[src/rtl/dpsk_barker_tx.sv]
module dpsk_barker_tx #(
  parameter int SPREAD_LEN = 11,
  parameter logic [SPREAD_LEN-1:0] SPREAD_CODE = 11'b00011101101
) (
  input  logic clk,
  input  logic rst_n,
  input  logic burst_start,
  input  logic rot_rev,
  input  logic bit_valid,
  input  logic bit_data,
  input  logic bit_rate,
  output logic bit_ready,
  output logic chip_valid,
  output logic chip_i,
  output logic chip_q
);

  localparam int CW = (SPREAD_LEN > 2) ? $clog2(SPREAD_LEN) : 1;
  localparam logic [CW-1:0] LAST = CW'(SPREAD_LEN - 1);

  logic          active;
  logic [CW-1:0] cnt;
  logic [1:0]    phase;
  logic          held;
  logic          held_bit;
  logic [1:0]    step;

  wire at_end    = !active || (cnt == LAST);
  assign bit_ready = !burst_start && (at_end || (!held && bit_rate));

  wire take      = bit_valid && bit_ready;
  wire start_sym = take && (held || !bit_rate);
  wire store_d0  = take && !held && bit_rate;

  always_comb begin
    if (held) begin
      case ({held_bit, bit_data})
        2'b00:   step = 2'd0;
        2'b01:   step = rot_rev ? 2'd3 : 2'd1;
        2'b11:   step = 2'd2;
        default: step = rot_rev ? 2'd1 : 2'd3;
      endcase
    end else begin
      step = {bit_data, 1'b0};
    end
  end

  always_ff @(posedge clk) begin
    if (!rst_n || burst_start) begin
      active   <= 1'b0;
      cnt      <= '0;
      phase    <= 2'd0;
      held     <= 1'b0;
      held_bit <= 1'b0;
    end else begin
      if (start_sym) begin
        active <= 1'b1;
        cnt    <= '0;
        phase  <= phase + step;
        held   <= 1'b0;
      end else if (active && cnt != LAST) begin
        cnt <= cnt + CW'(1);
      end else begin
        active <= 1'b0;
      end
      if (store_d0) begin
        held     <= 1'b1;
        held_bit <= bit_data;
      end
    end
  end

  wire sym_i = ~(phase[1] ^ phase[0]);
  wire sym_q = ~phase[1];

  assign chip_valid = active;
  assign chip_i = active & ~(sym_i ^ SPREAD_CODE[cnt]);
  assign chip_q = active & ~(sym_q ^ SPREAD_CODE[cnt]);


  symbol_not_cut_chk: assert property (@(posedge clk) disable iff (!rst_n || burst_start)
    (active && cnt != LAST) |=> (active && cnt == $past(cnt) + CW'(1)));


  idle_after_last_chk: assert property (@(posedge clk) disable iff (!rst_n || burst_start)
    (active && cnt == LAST && !(bit_valid && bit_ready && (held || !bit_rate))) |=> !active);


  dibit_starts_chk: assert property (@(posedge clk) disable iff (!rst_n || burst_start)
    (bit_valid && bit_ready && held) |=> (active && cnt == '0 && !held));


  dbpsk_parity_chk: assert property (@(posedge clk) disable iff (!rst_n || burst_start)
    (bit_valid && bit_ready && !held && !bit_rate) |=> (phase[0] == $past(phase[0])));


  burst_clear_chk: assert property (@(posedge clk) disable iff (!rst_n)
    burst_start |=> (phase == 2'd0 && !held && !active));

endmodule

[config.mk]
export PLATFORM = sky130hd
export DESIGN_NAME = dpsk_barker_tx
export DESIGN_NICKNAME = d
export VERILOG_FILES = /design/src/rtl/dpsk_barker_tx.sv
export SDC_FILE = /design/constraint.sdc
export NUM_CORES = 1
export LEC_CHECK = 0
export ABC_AREA = 1
export BUFFER_PORTS_ARGS = -buffer_cell sky130_fd_sc_hd__buf_2
export CORE_AREA = 3 3 40 42
export CTS_CLUSTER_SIZE = 40
export DETAILED_ROUTE_END_ITERATION = 10
export DIE_AREA = 0 0 43 45
export GPL_ROUTABILITY_DRIVEN = 0
export GPL_TIMING_DRIVEN = 0
export PLACE_DENSITY = 0.7
export SYNTH_ARGS = -nofsm -noshare
export SYNTH_HDL_FRONTEND = slang
export SYNTH_SLANG_ARGS = --single-unit
[constraint.sdc]
create_clock -name clk -period 2 [get_ports clk]
set_clock_uncertainty 0.2 [all_clocks]
set_input_delay 0.4 -clock clk [delete_from_list [all_inputs] [get_ports clk]]
set_output_delay 0.4 -clock clk [all_outputs]
set_load 0.05 [all_outputs]
; Word level (Yosys, flattened, before mapping)
; Memories as Yosys holds them, arrays and structs flattened. A register that Yosys moved wholly into a read port is not among the register bits.
; Cells that the tools add are included.
[word_totals]
ff_bits = 9
in_bits = 7
romBits = 16
mem_count = 1
[classes]
n_reduce_logical = 19
n_eq_ne = 5
magnitude_cmp = 1
n_addsub = 2
n_mux = 11
n_bitwise = 9
[mem_list]
columns = memory, depth, word_bits, read_ports, rd_ports_with_merged_regs, write_ports, line_no
row1 = (no name shown), 16, 1, 1, 1, 0, 78  ; assign chip_q = active & ~(sym_q ^ SPREAD_CODE[cnt]);
[ops]
columns = op, n
row1 = $mux W4, 2
row2 = $logic_and A1 B1 Y1, 7
row3 = $mux W2, 3
row4 = $pmux W2 S3, 1
row5 = $logic_not A1 Y1, 5
row6 = $lt A4 B5 Y1 const B, 1
row7 = $mux W1, 5
row8 = $add A4 B1 Y4 const B, 1
row9 = $eq A4 B4 Y1 const B, 1
row10 = $logic_or A1 B1 Y1, 4
row11 = $ne A4 B4 Y1 const B, 1
row12 = $not A1 Y1, 4
row13 = $xor A1 B1 Y1, 3
row14 = $add A2 B2 Y2, 1
row15 = $and A1 B1 Y1, 2
row16 = $eq A2 B1 Y1 const B, 1
row17 = $eq A2 B2 Y1 const B, 1
row18 = $logic_not A2 Y1, 1
row19 = $ne A2 B2 Y1 const B, 1
row20 = $reduce_bool A2 Y1, 1
row21 = $reduce_or A2 Y1, 1

; Longest topological paths before layout
; Gate-level depths: netlist of the first run.
[depth]
ltp_word = 8
ltp_mapped = 11

; Worst setup path after synthesis of the first run
; Ideal clock, no wire load.
[synth_path]
path_kind = reg-to-output
start = register active, in the netlist chip_valid
end = output chip_i
arrival_time_ns = 1.687
setup_slack_ns = -0.287
n_path_buf = 0
stages_incl_launch_ff = 3
cell_sequence = dfxtp_1 > o21ai_0 > a21oi_1
[synth_between]
elab_chain_len = 1
[synth_lines]
columns = item, line_no
row1 = "start, declared", 21  ; logic active;
row2 = "start signal, assigned", 50  ; active <= 1'b0;
row3 = "start signal, assigned", 57  ; active <= 1'b1;
row4 = "start signal, assigned", 64  ; active <= 1'b0;
row5 = $and A1 B1 Y1, 77  ; assign chip_i = active & ~(sym_i ^ SPREAD_CODE[cnt]);
row6 = "end, declared", 14  ; output logic chip_i,
; Every way passes these cells.

; Worst setup path in the final report of the first run
[layout_path]
start = register cnt[0]
end = output bit_ready
[layout_between]
elab_chain_len = 4
[layout_lines]
columns = item, line_no
row1 = "start, declared", 22  ; logic [CW-1:0] cnt;
row2 = "start signal, assigned", 62  ; cnt <= cnt + CW'(1);
row3 = $eq A4 B4 Y1, 28  ; wire at_end = !active || (cnt == LAST);
row4 = $logic_or A1 B1 Y1, 28
row5 = $logic_or A1 B1 Y1, 29  ; assign bit_ready = !burst_start && (at_end || (!held && bit_rate));
row6 = $logic_and A1 B1 Y1, 29
row7 = "end, declared", 12  ; output logic bit_ready,
; Every way passes these cells.

==> results.cfg, run 1 <==
[layout]
num-fill-cells = 122
antenna-diode-count = 0
drive_above_1_share_pct = 34.9
syn2layout_area_growth_pct = 34.4
nNetsFinal = 120
final_cell_area_um2 = 816
layout.cells.non_filler = 124

[setup_path]
cp_slowest_stage_delay_ns = 0.33
rr_worst_depth = 13
path_delay_family = flip-flops
worst-r2r-setup-slack_ns = 0.28
cp_num_cells = 9
crit_buf_inv = 4
end_kind = primary output
arrival_ns = 1.35
r2r-start = cnt[0]
worstSetupPathType = reg -> out
path_cells = inv_2 > ha_4 > nand3_4 > nand2_4 > inv_4 > nand2_1 > nand2_1 > inv_2 > buf_8
critPathSlowestCell = dfxtp_2
startpoint_type = flip-flop
required_ns = 1.40
path_max_fanout = 4
crit_start = cnt[0]

[logic_synthesis]
syn_avg_cell_area_um2 = 6.90
synth.area.top_cells = dfxtp_1 (33%), nand2_1 (11%), inv_1 (9.9%)
synth_common_cells = nand2_1 (18), inv_1 (16), dfxtp_1 (10), nand3_1 (6), o21ai_0 (6)
syn-num-nets = 98
netlist_instances = 88
synth-seq-cells = 10
post-synth-top-area-fraction_pct = 33.0
yosys_warnings = 0
synth_cell_type_count = 20
yosysMostFrequentCell = nand2_1
synth_top_area_cell = dfxtp_1
synth-edff-count = 0
synth_flop_cell = dfxtp_1
synthesis.area_um2 = 607
ys_seq_area_share_pct = 33.0
synthArstFlopShare_pct = 0

[detailed_routing]
vias = 576
antenna_left = 0
post_drt_via_cell_ratio = 4.65
wirelength_mm = 1.28
drt_iter0_drc = 8
wl_per_cell_um = 10.3
drtPass1Iterations = 4
drc = 0

[power_and_ir_drop]
powerDensity_nw_per_um2 = 551
p_sw_uw = 114
p_sw_share_pct = 25.4
seqPwrFrac_pct = 45.7
irDropWorstVdd_mv = 0.328
p_comb_share_pct = 13.4
power_leakage_nw = 0.403
cell_internal_pwr_uw = 335
pwr-share-clk_pct = 40.9

[sta]
max_slew.worst_pin.slew_ns = 0.244
hold_viol = 0
finalCritPeriodShare_pct = 97.7
fin_ws_ns = 0.0451
finalMaxSlewViolations = 0
fin_crit_ns = 1.95
fmax_mhz = 512
finalSetupViolations = 0
max_slew_margin_pct = 83.7
rsz0062_at_grt = true

[place]
dp.cells = 113
io_buffers = 10
dp_hpwl_um = 850
dp_slack_ns = 0.131
place_area_um2 = 682

[grt]
grt_pass1_wl_mm = 1.99
overflow = 0
grt_pass1_vias = 502
gr-usage-all-layers_pct = 14.4
grt_max_degree = 9
antenna_found_initial = 0

[hold_path]
whs_endpoint = held
whs_path_depth = 3
hp-class = in -> reg
hp-start = bit_valid

[floorplanning]
initial_core_util_pct = 47.2
die_area_um2 = 1940
rows = 13
num_io_pins = 11
dieHeight_um = 45
die_w_um = 43
coreArea_um2 = 1280

[clock_tree]
worstSkewPairLatency_ns = 0.27
holdBufCountCts = 0
clkSinkCount = 10
cts_tree = yes
cts.clk_slew.worst_paths_ns = 0.07
cts_made_buffers = 3
ctsRootBufferMaster = clkbuf_4
clockBufferDepth = 2
htreeDepth = 1

[flow_run]
drv_cap = 0

[run_status]
status = complete, no violations
==> layout by cell type (no fill, tap or decap) <==
cell,Yosys,layout
nand2_4,1,1
nand2_2,1,1
buf_8,0,1
ha_1,3,2
dfxtp_1,10,8
o21ai_1,2,2
nand4_1,3,3
nand4_4,1,1
nor2_4,1,1
inv_1,16,15
clkbuf_8,0,1
nor2_1,5,4
nand3_4,0,1
a31oi_1,1,1
a21oi_1,5,4
clkbuf_4,0,3
dfxtp_2,0,2
inv_2,5,5
nand3_1,6,6
nand2_1,18,18
xnor2_2,0,1
buf_2,0,8
xor2_1,1,1
a21oi_2,0,1
inv_4,0,1
o21ai_0,6,6
ha_4,0,1
nor2_2,0,1
or2_1,1,1
buf_4,0,8
==> layout make-up <==
class / count / area, um^2 / area share, %
Clock buffer: 4 / 36.3 / 4.45
Inverter: 21 / 81.3 / 9.97
Multi-Input combinational cell: 57 / 362 / 44.3
Sequential cell: 10 / 203 / 24.8
Tap cell: 15 / 18.8 / 2.30
Timing Repair Buffer: 17 / 115 / 14.1
==> cells by family (layout without fill, tap and decap cells) <==
logic type | after synthesis | count (layout) | share of synthesized area, %
simple gates | 38 | 38 | 33.2
buf+inv | 21 | 42 | 13.0
flops | 10 | 10 | 33.0
xor+xnor | 2 | 2 | 2.89
compound gates | 14 | 14 | 11.8
fa+ha+maj | 3 | 3 | 6.19
==> registers in the layout (all words and copies together), names as in the netlist, named ones only <==
signal / count
phase: 2
held_bit: 1
cnt: 4
held: 1
chip_valid: 1
==> repair_timing <==
action,in CTS,in global routing
pin swaps,0,3
gates resized for setup,5,8
endpoints found under the setup margin,2,2
buffers inserted,1,6
endpoints found under the hold margin,0,0
==> power groups by stage <==
stage                     Combinational [mW]  Clock (mW)  Sequential [mW]
final                                 0.0604       0.184            0.205
after global routing                  0.0671       0.202            0.206
after CTS                             0.0551       0.188            0.205
after detailed placement              0.0523           0            0.210
after global placement                0.0510           0            0.210
after floorplan                       0.0362           0            0.211
==> stage by stage <==
stage	utilization [%]	total power [mW]	setup TNS, ns	hold WS (ns)
6_report	63.5	0.450	0	0.217
4_1_cts	57.7	0.448	-0.0458	0.211
3_5_place_dp	53.1	0.262	0	0.285
2_1_floorplan	-	0.247	-0.0245	0.259
3_3_place_gp	53.1	0.261	0	0.275
5_1_grt	63.5	0.475	-0.0479	0.218
==> how the worst max path moves through the flow <==
stage	to	slack, ns
2_1_floorplan	chip_i	-0.02
3_3_place_gp	bit_ready	0.14
3_5_place_dp	bit_ready	0.13
4_1_cts	bit_ready	-0.05
5_1_grt	bit_ready	-0.05
6_report	bit_ready	0.05
==> worst register-to-register path, delay by kind of cell (launching register included) <==
kind	cells	cell delay, ns
and+or+nand+nor	8	0.61
DFF	1	0.33
buffers and inverters	4	0.34
adders and majority gates	1	0.15
==> routing by layer <==
metal	up-vias	wire, um	global-route usage (%)	share of wire, %
li1	320	-	-	-
met1	240	545	15.7	43
met2	12	650	23.7	51
met3	4	49	3.59	3.8
met4	0	32	12.0	2.5
met5	-	0	0	0
Note: power is estimated with default switching activity, not from simulation.
==> inputs of run 2 (changes only) <==
--- a/config.mk
+++ b/config.mk
@@ -13,7 +13,7 @@
 export DIE_AREA = 0 0 43 45
 export GPL_ROUTABILITY_DRIVEN = 0
 export GPL_TIMING_DRIVEN = 0
-export PLACE_DENSITY = 0.7
+export PLACE_DENSITY = 0.67
 export SYNTH_ARGS = -nofsm -noshare
 export SYNTH_HDL_FRONTEND = slang
 export SYNTH_SLANG_ARGS = --single-unit
==> results.cfg, run 2 (same netlist as run 1, synthesis figures left out) <==
[run_status]
status = complete, no violations

[layout]
mostFrequentLayoutCells = nand2_1 (16), inv_1 (15), dfxtp_1 (8), buf_2 (8)
nNetsFinal = 116
final_cell_area_um2 = 793
top_register = cnt
final_common_cell = nand2_1
final_util_pct = 61.7
layout.cells.non_filler = 120
antenna-diode-count = 0
top_regs = cnt: 4 flops, phase: 2 flops
drive_above_1_share_pct = 34.3
largest_reg_flops = 4
syn2layout_area_growth_pct = 30.7

[place]
dp.cells = 113
io_buffers = 10
place_area_um2 = 682
dp_hpwl_um = 820

[grt]
gr-usage-all-layers_pct = 13.6
antenna_found_initial = 0
grt_pass1_vias = 493
overflow = 0
grt_max_degree = 9
grt_pass1_wl_mm = 1.93

[floorplanning]
dieHeight_um = 45
rows = 13
die_w_um = 43
initial_core_util_pct = 47.2
coreArea_um2 = 1280
die_area_um2 = 1940
num_io_pins = 11

[clock_tree]
holdBufCountCts = 0
cts_tree = yes
ctsRootBufferMaster = clkbuf_4
clkSinkCount = 10
cts_made_buffers = 3
htreeDepth = 1
clockBufferDepth = 2
worstSkewPairLatency_ns = 0.26
cts.clk_slew.worst_paths_ns = 0.06

[sta]
max_slew.worst_pin.slew_ns = 0.238
max_slew_margin_pct = 84.1
fmax_mhz = 512
hold_viol = 0
hold_ws_ns = 0.227
finalCritPeriodShare_pct = 97.7
fin_crit_ns = 1.95
finalSetupViolations = 0
finalMaxSlewViolations = 0
setup_tns_ns = 0

[detailed_routing]
drt_iter0_drc = 11
wirelength_mm = 1.10
vias = 566
post_drt_via_cell_ratio = 4.72
antenna_left = 0
drc = 0
wl_per_cell_um = 9.18
drtPass1Iterations = 4

[setup_path]
arrival_ns = 1.35
path_cells = inv_2 > ha_4 > nand3_4 > nand2_4 > inv_4 > nand2_2 > nand2_2 > inv_2 > buf_8
worst-r2r-setup-slack_ns = 0.40
rr_worst_depth = 12
path_delay_family = buffers and inverters
required_ns = 1.40
critPathSlowestCell = dfxtp_2
path_max_fanout = 4
end_kind = primary output
startpoint_type = flip-flop
worstSetupPathType = reg -> out
cp_slowest_stage_delay_ns = 0.32
cp_num_cells = 9
crit_buf_inv = 4

[flow_run]
drv_cap = 0

[power_and_ir_drop]
powerDensity_nw_per_um2 = 555
power_leakage_nw = 0.385
irDropWorstVdd_mv = 0.392

[hold_path]
whs_path_depth = 3
hp-class = in -> reg
-- run 2: changes by cell type in the layout (fill, tap and decap cells not counted) --
cell,delta
buf_4,-5
clkbuf_4,+1
dfxtp_2,-1
nand2_2,+2
nand2_1,-2
dfxtp_4,+1
-- run 2: routing by layer --
metal | GRT usage (%) | routed length [um] | share of wire, % | vias up
met5 | 0 | 0 | 0 | -
met4 | 10.8 | 33 | 3.0 | 0
met3 | 2.39 | 56 | 5.1 | 4
met2 | 21.3 | 513 | 47 | 14
met1 | 16.5 | 498 | 45 | 237
li1 | - | - | - | 311
-- run 2: tightest hold or removal path: cells and delay by family --
kind | cells | cell delay [ns]
buffers and inverters | 1 | 0.08
AOI/OAI and AO/OA | 2 | 0.17
-- run 2: worst paths after layout --
check,end,start
setup / recovery,bit_ready,cnt[0]
hold / removal,held_bit,bit_data
setup reg to reg,flip-flop,cnt[0]
hold reg to reg,held_bit,held_bit
-- run 2: where the power goes --
part           total (mW)  switching (mW)  internal [mW]  leakage (nW)
Clock               0.178          0.0676          0.111        0.0210
Combinational      0.0582          0.0375         0.0207         0.282
Sequential          0.204         0.00294          0.201        0.0822
Total               0.440           0.108          0.332         0.385
-- run 2: repair_timing --
action                                  CTS  global route
endpoints found under the setup margin    2             2
gates cloned                              0             0
gates resized for setup                   5            10
hold endpoints to repair                  0             0
pin swaps                                 0             4
setup buffers                             1             2
-- run 2: final cells by class --
class | count | area (um^2)
fillers | 118 | 492
multi-input cells | 57 | 367
flip-flops and latches | 10 | 205
repair buffers | 13 | 85.1
inverters | 21 | 81.3
clock buffers | 4 | 36.3
well taps | 15 | 18.8
-- run 2: stage by stage --
step | power (mW) | worst slack, ns
final | 0.440 | 0.0468
after global routing | 0.465 | -0.0304
after CTS | 0.442 | -0.0416
after detailed placement | 0.262 | 0.125
after global placement | 0.261 | 0.142
after floorplan | 0.247 | -0.0245
